## src/rtl/gic_pkg.sv

```systemverilog
package gic_pkg;

    typedef enum logic [3:0] {
        OFF_DIR   = 4'd0,
        OFF_OUT   = 4'd1,
        OFF_PIN   = 4'd2,
        OFF_ALT   = 4'd3,
        OFF_MASK  = 4'd4,
        OFF_TRIG  = 4'd5,
        OFF_EDGE  = 4'd6,
        OFF_LVL   = 4'd7,
        OFF_SLEEP = 4'd8,
        OFF_STAT  = 4'd9
    } bank_off_e;

    typedef enum logic {
        IRQ_IDLE   = 1'b0,
        IRQ_RAISED = 1'b1
    } irq_state_e;

    localparam logic [3:0] TOP_SEL   = 4'hF;
    localparam logic [3:0] TOP_PEND  = 4'h0;
    localparam logic [3:0] TOP_GCTL  = 4'h1;
    localparam int         GEN_BIT   = 15;
    localparam int         BUS_W     = 16;

endpackage

```

## src/rtl/gic_sync.sv

```systemverilog
module gic_sync #(
    parameter int W      = 16,
    parameter int STAGES = 2
) (
    input  logic         clk,
    input  logic         rst_n,
    input  logic [W-1:0] d_in,
    output logic [W-1:0] q_out
);
    logic [W-1:0] stage_q [STAGES];

    always_ff @(posedge clk) begin
        if (!rst_n) stage_q[0] <= '0;
        else        stage_q[0] <= d_in;
    end

    for (genvar s = 1; s < STAGES; s++) begin : g_stage
        always_ff @(posedge clk) begin
            if (!rst_n) stage_q[s] <= '0;
            else        stage_q[s] <= stage_q[s-1];
        end
    end

    assign q_out = stage_q[STAGES-1];
endmodule

```

## src/rtl/gic_bank.sv

```systemverilog
module gic_bank
    import gic_pkg::*;
#(
    parameter int W = 16
) (
    input  logic         clk,
    input  logic         rst_n,
    input  logic         wr_en,
    input  logic [3:0]   off,
    input  logic [W-1:0] wdata,
    input  logic [W-1:0] pin_lvl,
    output logic [W-1:0] rdata,
    output logic [W-1:0] dir_o,
    output logic [W-1:0] out_o,
    output logic [W-1:0] alt_o,
    output logic         pend_o,
    output logic         wake_o
);
    logic [W-1:0] dir_r, out_r, alt_r, mask_r, trig_r;
    logic [W-1:0] edge_r, lvl_r, sleep_r, stat_r, prev_r;
    logic [W-1:0] edge_hit, lvl_hit, set_v, stat_kept, stat_next;

    // event detection
    always_comb begin
        edge_hit  = trig_r & ((edge_r & pin_lvl & ~prev_r) |
                              (~edge_r & ~pin_lvl & prev_r));
        lvl_hit   = ~trig_r & ~(pin_lvl ^ lvl_r);
        set_v     = (edge_hit | lvl_hit) & ~mask_r;
        stat_kept = (wr_en && off == OFF_STAT) ? (stat_r & wdata) : stat_r;
        stat_next = stat_kept | set_v;
    end

    always_ff @(posedge clk) begin
        if (!rst_n) begin
            dir_r   <= '0;
            out_r   <= '0;
            alt_r   <= '0;
            mask_r  <= '1;
            trig_r  <= '0;
            edge_r  <= '0;
            lvl_r   <= '0;
            sleep_r <= '0;
            stat_r  <= '0;
            prev_r  <= '0;
        end else begin
            if (wr_en) begin
                case (off)
                    OFF_DIR:   dir_r   <= wdata;
                    OFF_OUT:   out_r   <= wdata;
                    OFF_ALT:   alt_r   <= wdata;
                    OFF_MASK:  mask_r  <= wdata;
                    OFF_TRIG:  trig_r  <= wdata;
                    OFF_EDGE:  edge_r  <= wdata;
                    OFF_LVL:   lvl_r   <= wdata;
                    OFF_SLEEP: sleep_r <= wdata;
                    default:   ;
                endcase
            end
            stat_r <= stat_next;
            prev_r <= pin_lvl;
        end
    end

    always_comb begin
        case (off)
            OFF_DIR:   rdata = dir_r;
            OFF_OUT:   rdata = out_r;
            OFF_PIN:   rdata = pin_lvl;
            OFF_ALT:   rdata = alt_r;
            OFF_MASK:  rdata = mask_r;
            OFF_TRIG:  rdata = trig_r;
            OFF_EDGE:  rdata = edge_r;
            OFF_LVL:   rdata = lvl_r;
            OFF_SLEEP: rdata = sleep_r;
            OFF_STAT:  rdata = stat_r;
            default:   rdata = '0;
        endcase
    end

    assign dir_o  = dir_r;
    assign out_o  = out_r;
    assign alt_o  = alt_r;
    assign pend_o = |(stat_r & ~mask_r);
    assign wake_o = |(stat_r & ~sleep_r);


    mask_block_chk: assert property (@(posedge clk) disable iff (!rst_n)
        (stat_r & ~$past(stat_r) & $past(mask_r)) == '0);


    edge_cause_chk: assert property (@(posedge clk) disable iff (!rst_n)
        (stat_r & ~$past(stat_r) & $past(trig_r) &
         ~($past(pin_lvl) ^ $past(prev_r))) == '0);
endmodule

```

## src/rtl/gic_irq_out.sv

```systemverilog
module gic_irq_out
    import gic_pkg::*;
#(
    parameter int NB = 4,
    parameter int NE = 6
) (
    input  logic          clk,
    input  logic          rst_n,
    input  logic [NB-1:0] bank_pend,
    input  logic [NE-1:0] ext_lvl,
    input  logic [NE-1:0] ext_en,
    input  logic          gen,
    input  logic          wake_any,
    output logic          host_irq,
    output logic          wake_req
);
    irq_state_e state_q, state_d;
    logic       req;

    assign req = gen && ((|bank_pend) || (|(ext_lvl & ext_en)));

    always_ff @(posedge clk) begin
        if (!rst_n) state_q <= IRQ_IDLE;
        else        state_q <= state_d;
    end

    always_comb begin
        state_d = state_q;
        unique case (state_q)
            IRQ_IDLE:   if (req)  state_d = IRQ_RAISED;
            IRQ_RAISED: if (!req) state_d = IRQ_IDLE;
        endcase
    end

    always_ff @(posedge clk) begin
        if (!rst_n) wake_req <= 1'b0;
        else        wake_req <= wake_any;
    end

    assign host_irq = (state_q == IRQ_RAISED);


    irq_gate_chk: assert property (@(posedge clk) disable iff (!rst_n)
        host_irq |-> $past(gen));


    wake_src_chk: assert property (@(posedge clk) disable iff (!rst_n)
        wake_req |-> $past(wake_any));
endmodule

```

## src/rtl/gpio_irq_ctrl.sv

```systemverilog
module gpio_irq_ctrl
    import gic_pkg::*;
#(
    parameter int NUM_BANKS = 4,
    parameter int PINS      = 16,
    parameter int NUM_EXT   = 6
) (
    input  logic                        clk,
    input  logic                        rst_n,
    input  logic [7:0]                  bus_addr,
    input  logic                        bus_we,
    input  logic [15:0]                 bus_wdata,
    output logic [15:0]                 bus_rdata,
    input  logic [NUM_BANKS*PINS-1:0]   pin_in,
    output logic [NUM_BANKS*PINS-1:0]   pin_out,
    output logic [NUM_BANKS*PINS-1:0]   pin_oe,
    output logic [NUM_BANKS*PINS-1:0]   alt_sel,
    input  logic [NUM_EXT-1:0]          ext_irq,
    output logic                        host_irq,
    output logic                        wake_req
);
    localparam int NPIN   = NUM_BANKS * PINS;
    localparam int PEND_W = NUM_BANKS + NUM_EXT;

    logic [NPIN-1:0]      pin_s;
    logic [NUM_EXT-1:0]   ext_s;
    logic [PINS-1:0]      bank_rd [NUM_BANKS];
    logic [NUM_BANKS-1:0] bank_pend, bank_wake;
    logic [NUM_EXT-1:0]   ext_en_r;
    logic                 gen_r;
    logic [3:0]           sel, off;
    logic [PEND_W-1:0]    pend_vec;

    assign sel = bus_addr[7:4];
    assign off = bus_addr[3:0];

    gic_sync #(.W(NPIN), .STAGES(2)) u_pin_sync (
        .clk(clk), .rst_n(rst_n), .d_in(pin_in), .q_out(pin_s));

    gic_sync #(.W(NUM_EXT), .STAGES(2)) u_ext_sync (
        .clk(clk), .rst_n(rst_n), .d_in(ext_irq), .q_out(ext_s));

    for (genvar b = 0; b < NUM_BANKS; b++) begin : g_bank
        gic_bank #(.W(PINS)) u_bank (
            .clk    (clk),
            .rst_n  (rst_n),
            .wr_en  (bus_we && (sel == 4'(b))),
            .off    (off),
            .wdata  (bus_wdata[PINS-1:0]),
            .pin_lvl(pin_s[b*PINS +: PINS]),
            .rdata  (bank_rd[b]),
            .dir_o  (pin_oe[b*PINS +: PINS]),
            .out_o  (pin_out[b*PINS +: PINS]),
            .alt_o  (alt_sel[b*PINS +: PINS]),
            .pend_o (bank_pend[b]),
            .wake_o (bank_wake[b])
        );
    end

    always_ff @(posedge clk) begin
        if (!rst_n) begin
            ext_en_r <= '0;
            gen_r    <= 1'b0;
        end else if (bus_we && sel == TOP_SEL && off == TOP_GCTL) begin
            ext_en_r <= bus_wdata[NUM_EXT-1:0];
            gen_r    <= bus_wdata[GEN_BIT];
        end
    end

    assign pend_vec = {ext_s, bank_pend};

    always_comb begin
        bus_rdata = '0;
        if (sel == TOP_SEL) begin
            if (off == TOP_PEND) begin
                bus_rdata[PEND_W-1:0] = pend_vec;
            end else if (off == TOP_GCTL) begin
                bus_rdata[NUM_EXT-1:0] = ext_en_r;
                bus_rdata[GEN_BIT]     = gen_r;
            end
        end else begin
            for (int b = 0; b < NUM_BANKS; b++) begin
                if (sel == 4'(b)) bus_rdata[PINS-1:0] = bank_rd[b];
            end
        end
    end

    gic_irq_out #(.NB(NUM_BANKS), .NE(NUM_EXT)) u_irq (
        .clk      (clk),
        .rst_n    (rst_n),
        .bank_pend(bank_pend),
        .ext_lvl  (ext_s),
        .ext_en   (ext_en_r),
        .gen      (gen_r),
        .wake_any (|bank_wake),
        .host_irq (host_irq),
        .wake_req (wake_req)
    );
endmodule

```

## config.mk

```make
export PLATFORM = sky130hd
export DESIGN_NAME = gpio_irq_ctrl
export DESIGN_NICKNAME = d
export VERILOG_FILES = /design/src/rtl/gic_pkg.sv /design/src/rtl/gic_sync.sv /design/src/rtl/gic_bank.sv /design/src/rtl/gic_irq_out.sv /design/src/rtl/gpio_irq_ctrl.sv
export SDC_FILE = /design/constraint.sdc
export NUM_CORES = 2
export LEC_CHECK = 0
export ABC_AREA = 1
export BUFFER_PORTS_ARGS = -buffer_cell sky130_fd_sc_hd__buf_2
export CORE_MARGIN = 1.5
export CORE_UTILIZATION = 30
export CTS_CLUSTER_DIAMETER = 120
export CTS_CLUSTER_SIZE = 20
export DETAILED_ROUTE_END_ITERATION = 8
export PLACE_DENSITY = 0.59
export SLEW_MARGIN = 20
export SYNTH_ARGS = -nofsm -noshare
export SYNTH_HDL_FRONTEND = slang
export SYNTH_SLANG_ARGS = --single-unit
```

## constraint.sdc

```tcl
create_clock -name clk -period 1.5 [get_ports clk]
set_clock_uncertainty 0.05 [all_clocks]
set_input_delay 0 -clock clk [delete_from_list [all_inputs] [get_ports clk]]
set_output_delay 0 -clock clk [all_outputs]
set_load 0.01 [all_outputs]
```

==> flow_metrics.py <==
metrics = {
    "synthesis": {
        "synth_seq_cells": 789,
        "yosys_warnings": 0,
        "synthTopCellsByArea": "dfxtp_1 (46%), o21ai_0 (11%), nor2_1 (9.0%)",
        "syn_nets": 5059,
        "synth.avg_cell_area_sq_um": 6.90,
        "syn-instance-count": 4962,
        "synth_edf_count": 0,
        "synth_cell_types": 30,
        "synthesis.area_sq_um": 34300,
        "seq_area_frac_synth": 0.461,
        "synth_async_sr_flop_share": 0,
        "yosys.area.top_type": "dfxtp_1",
        "synth_flop_cell": "dfxtp_1",
        "synth_top_area_share": 0.461,
    },
    "clock_tree": {
        "cts_tree": "done",
        "path_clk_slew_ps": 90,
        "cts-buffers-inserted": 45,
        "cts_max_level": 2,
        "clock_latency_ps": 670,
        "clk_path_buf_depth": 3,
        "cts_sinks": 789,
        "clockRootBuffer": "clkbuf_16",
    },
    "routing": {
        "drt_iter0_markers": 3773,
        "drt-vias-per-instance": 5.02,
        "ant_nets": 0,
        "firstDrtPassIters": 5,
        "avgRoutedWirePerCell_microns": 20.2,
        "wl_mm": 151,
        "drc": 0,
        "vias": 37600,
    },
    "min_path": {
        "hold_path.class": "primary input to flop",
        "hold_end": "u_pin_sync.stage_q[0][32]$_SDFF_PN0_",
        "min_from": "pin_in[32]",
        "holdPathStages": 4,
    },
    "setup_path": {
        "slowest_delay_ps": 330,
        "cp_max_fo": 3,
        "reg2reg_from": "g_bank[3].u_bank.stat_r[8]$_SDFF_PN0_",
        "crit_chain": "inv_2 > o22ai_2 > nor2_1 > nand4_1 > nor2_2 > nor2_1 > nor2_1 > nand3_2 > buf_6",
        "timing.rr.end": "u_irq.wake_req$_SDFF_PN0_",
        "crit_slowest_cell": "dfxtp_2",
        "crit_family": "simple AND/OR/NAND/NOR gates",
        "cp.depth": 9,
        "crit_buf_inv": 2,
        "worstPathArrival_ps": 2310,
        "critPathMostFrequentCell": "nor2_1",
        "critPathKind": "flop to primary output",
        "r2r_cells": 10,
        "critPathRequiredTime_ps": 1450,
        "cp-end-kind": "primary output",
        "start_kind": "flop",
        "r2r_slack_ps": -150,
    },
    "sta": {
        "fin_crit_sh": 1.57,
        "relSlewSlack": 0.631,
        "fin_ws_ps": -861,
        "max_freq_mhz": 423,
        "hold_viol_final": 0,
        "tightest_slew_ps": 554,
        "grt_setup_unrepaired": "yes",
        "layout_min_cycle_time_ps": 2360,
        "finalMaxSlewViolations": 0,
        "setup_violations": 18,
    },
    "die": {
        "placeableCoreArea_sq_um": 113000,
        "dieHeight_microns": 341,
        "chipWidth_microns": 341,
        "rows": 123,
        "die-area_sq_um": 116000,
        "io_pins": 307,
        "start_util": 0.304,
    },
    "outcome": {
        "violations": "negative setup slack",
        "status": "finished with violations",
    },
    "layout": {
        "multi_input_area_sq_um": 16100,
        "drive_gt1_frac": 0.285,
        "area_growth_pct": 40.7,
        "utilization": 0.427,
        "largest-register": "u_pin_sync.stage_q",
        "nNetsFinal": 6087,
        "largest_reg_flops": 128,
        "fill_cells": 11600,
        "ff_latch_area_sq_um": 16000,
    },
    "placed_design": {
        "dp_hpwl_mm": 107,
        "io_buffers": 306,
        "place.gp.congestion": 0.980,
    },
    "grt": {
        "grt_pass1_vias": 35400,
        "grt_pass1_wl_mm": 222,
        "track_usage": 0.251,
        "overflow": 0,
        "antenna_found_initial": 8,
        "grt_max_degree": 97,
    },
    "power_and_ir_drop": {
        "ir_worst_vdd_v": 0.000877,
        "p_total_mw": 37.7,
        "power.leakage_nw": 22.1,
        "p_per_area_nw_per_um2": 782,
    },
    "flow_run": {
        "cap_violations": 0,
    },
}
[cells in the mapped netlist, types with 4 or more instances]
master    number
dfxtp_1      789
nor4_1         5
o21ai_0      767
nand4_1       18
clkbuf_1     210
buf_1         33
inv_2         36
nor2_4        15
o21ai_1       39
o211ai_1      53
nand2_2        5
inv_1        563
buf_2         63
nor2_2        20
nand3b_1      30
nor3_1        54
o21a_1        13
nor2_1       820
o22ai_1      108
a21oi_1      366
buf_4          4
nand3_1      202
nand2_1      739
[where the power goes]
part / total, mW / internal, mW / switching [mW]
clock: 13.1 / 5.61 / 7.45
combinational: 3.32 / 1.32 / 2.00
sequential: 21.3 / 21.2 / 0.168
total: 37.7 / 28.1 / 9.61
[per-stage QoR]
step,cells,hold slack [ps],TNS [ps],instance area (sq um),worst slack [ps]
detailed placement,7219,133,-162900,43300,-864
global route,7494,73.1,-11230,48200,-911
finish,7496,67.4,-10370,48200,-861
CTS,7469,33.9,-10690,47300,-795
floorplan,4962,47.6,0,34300,66.6
global placement,7219,136,-149940,43300,-873
[layout make-up]
class                           count  area share
Timing Repair Buffer             1291       0.222
Multi-Input combinational cell   3262       0.334
Clock buffer                       48      0.0245
Antenna cell                        2    0.000104
Tap cell                         1500      0.0389
Clock inverter                      3    0.000467
Sequential cell                   789       0.332
Inverter                          601      0.0474
[placed cells by master, fill, tap and decap left out, types with 57 or more instances in the layout]
| master | instances |
|---|---|
| nor2_1 | 761 |
| o21ai_0 | 723 |
| buf_4 | 690 |
| nand2_1 | 682 |
| dfxtp_1 | 627 |
| inv_1 | 473 |
| a21oi_1 | 357 |
| buf_2 | 292 |
| dlygate4sd3_1 | 185 |
| nand3_1 | 157 |
| dfxtp_2 | 150 |
| inv_2 | 115 |
| o22ai_1 | 91 |
| buf_12 | 86 |
| o21ai_1 | 57 |
[tightest hold or removal path: cells and delay by family]
| family | cells | cell delay, ps |
|---|---|---|
| AND/OR/NAND/NOR | 1 | 40 |
| buffers and inverters | 3 | 690 |
[layer usage]
metal  global-route usage  vias to the layer above  part of all wire
li1                     -                    18100                 -
met1                0.334                    17700              0.42
met2                0.408                     1553              0.45
met3               0.0389                      304             0.084
met4               0.0985                        6             0.041
met5                    0                        -           0.00019
[worst max path at each step]
stage                                         endpoint                                  start  slack (ps)
2_1_floorplan  g_bank[0].u_bank.edge_r[7]$_SDFFE_PN0P_                            bus_addr[7]          70
3_3_place_gp                             bus_rdata[10]                            bus_addr[3]        -870
3_5_place_dp                             bus_rdata[10]                            bus_addr[3]        -860
4_1_cts                                   bus_rdata[1]  g_bank[1].u_bank.stat_r[8]$_SDFF_PN0_        -790
5_1_grt                                   bus_rdata[2]  g_bank[2].u_bank.stat_r[6]$_SDFF_PN0_        -910
6_report                                  bus_rdata[2]  g_bank[2].u_bank.stat_r[6]$_SDFF_PN0_        -860
[logic make-up after synthesis]
kind of cell | share of synthesized area
AND/OR/NAND/NOR | 0.230
AO/OA/AOI/OAI | 0.207
buffers and inverters | 0.103
flip-flops | 0.461
[timing repair]
action | in CTS | in global routing
setup endpoints to repair | 21 | 67
buffers inserted | 17 | 26
endpoints found under the hold margin | 783 | 0
resized for setup | 352 | 284
cloned | 0 | 1
pin swaps | 145 | 155
hold buffers | 185 | 0
Note: power is estimated with default switching activity, not from simulation.
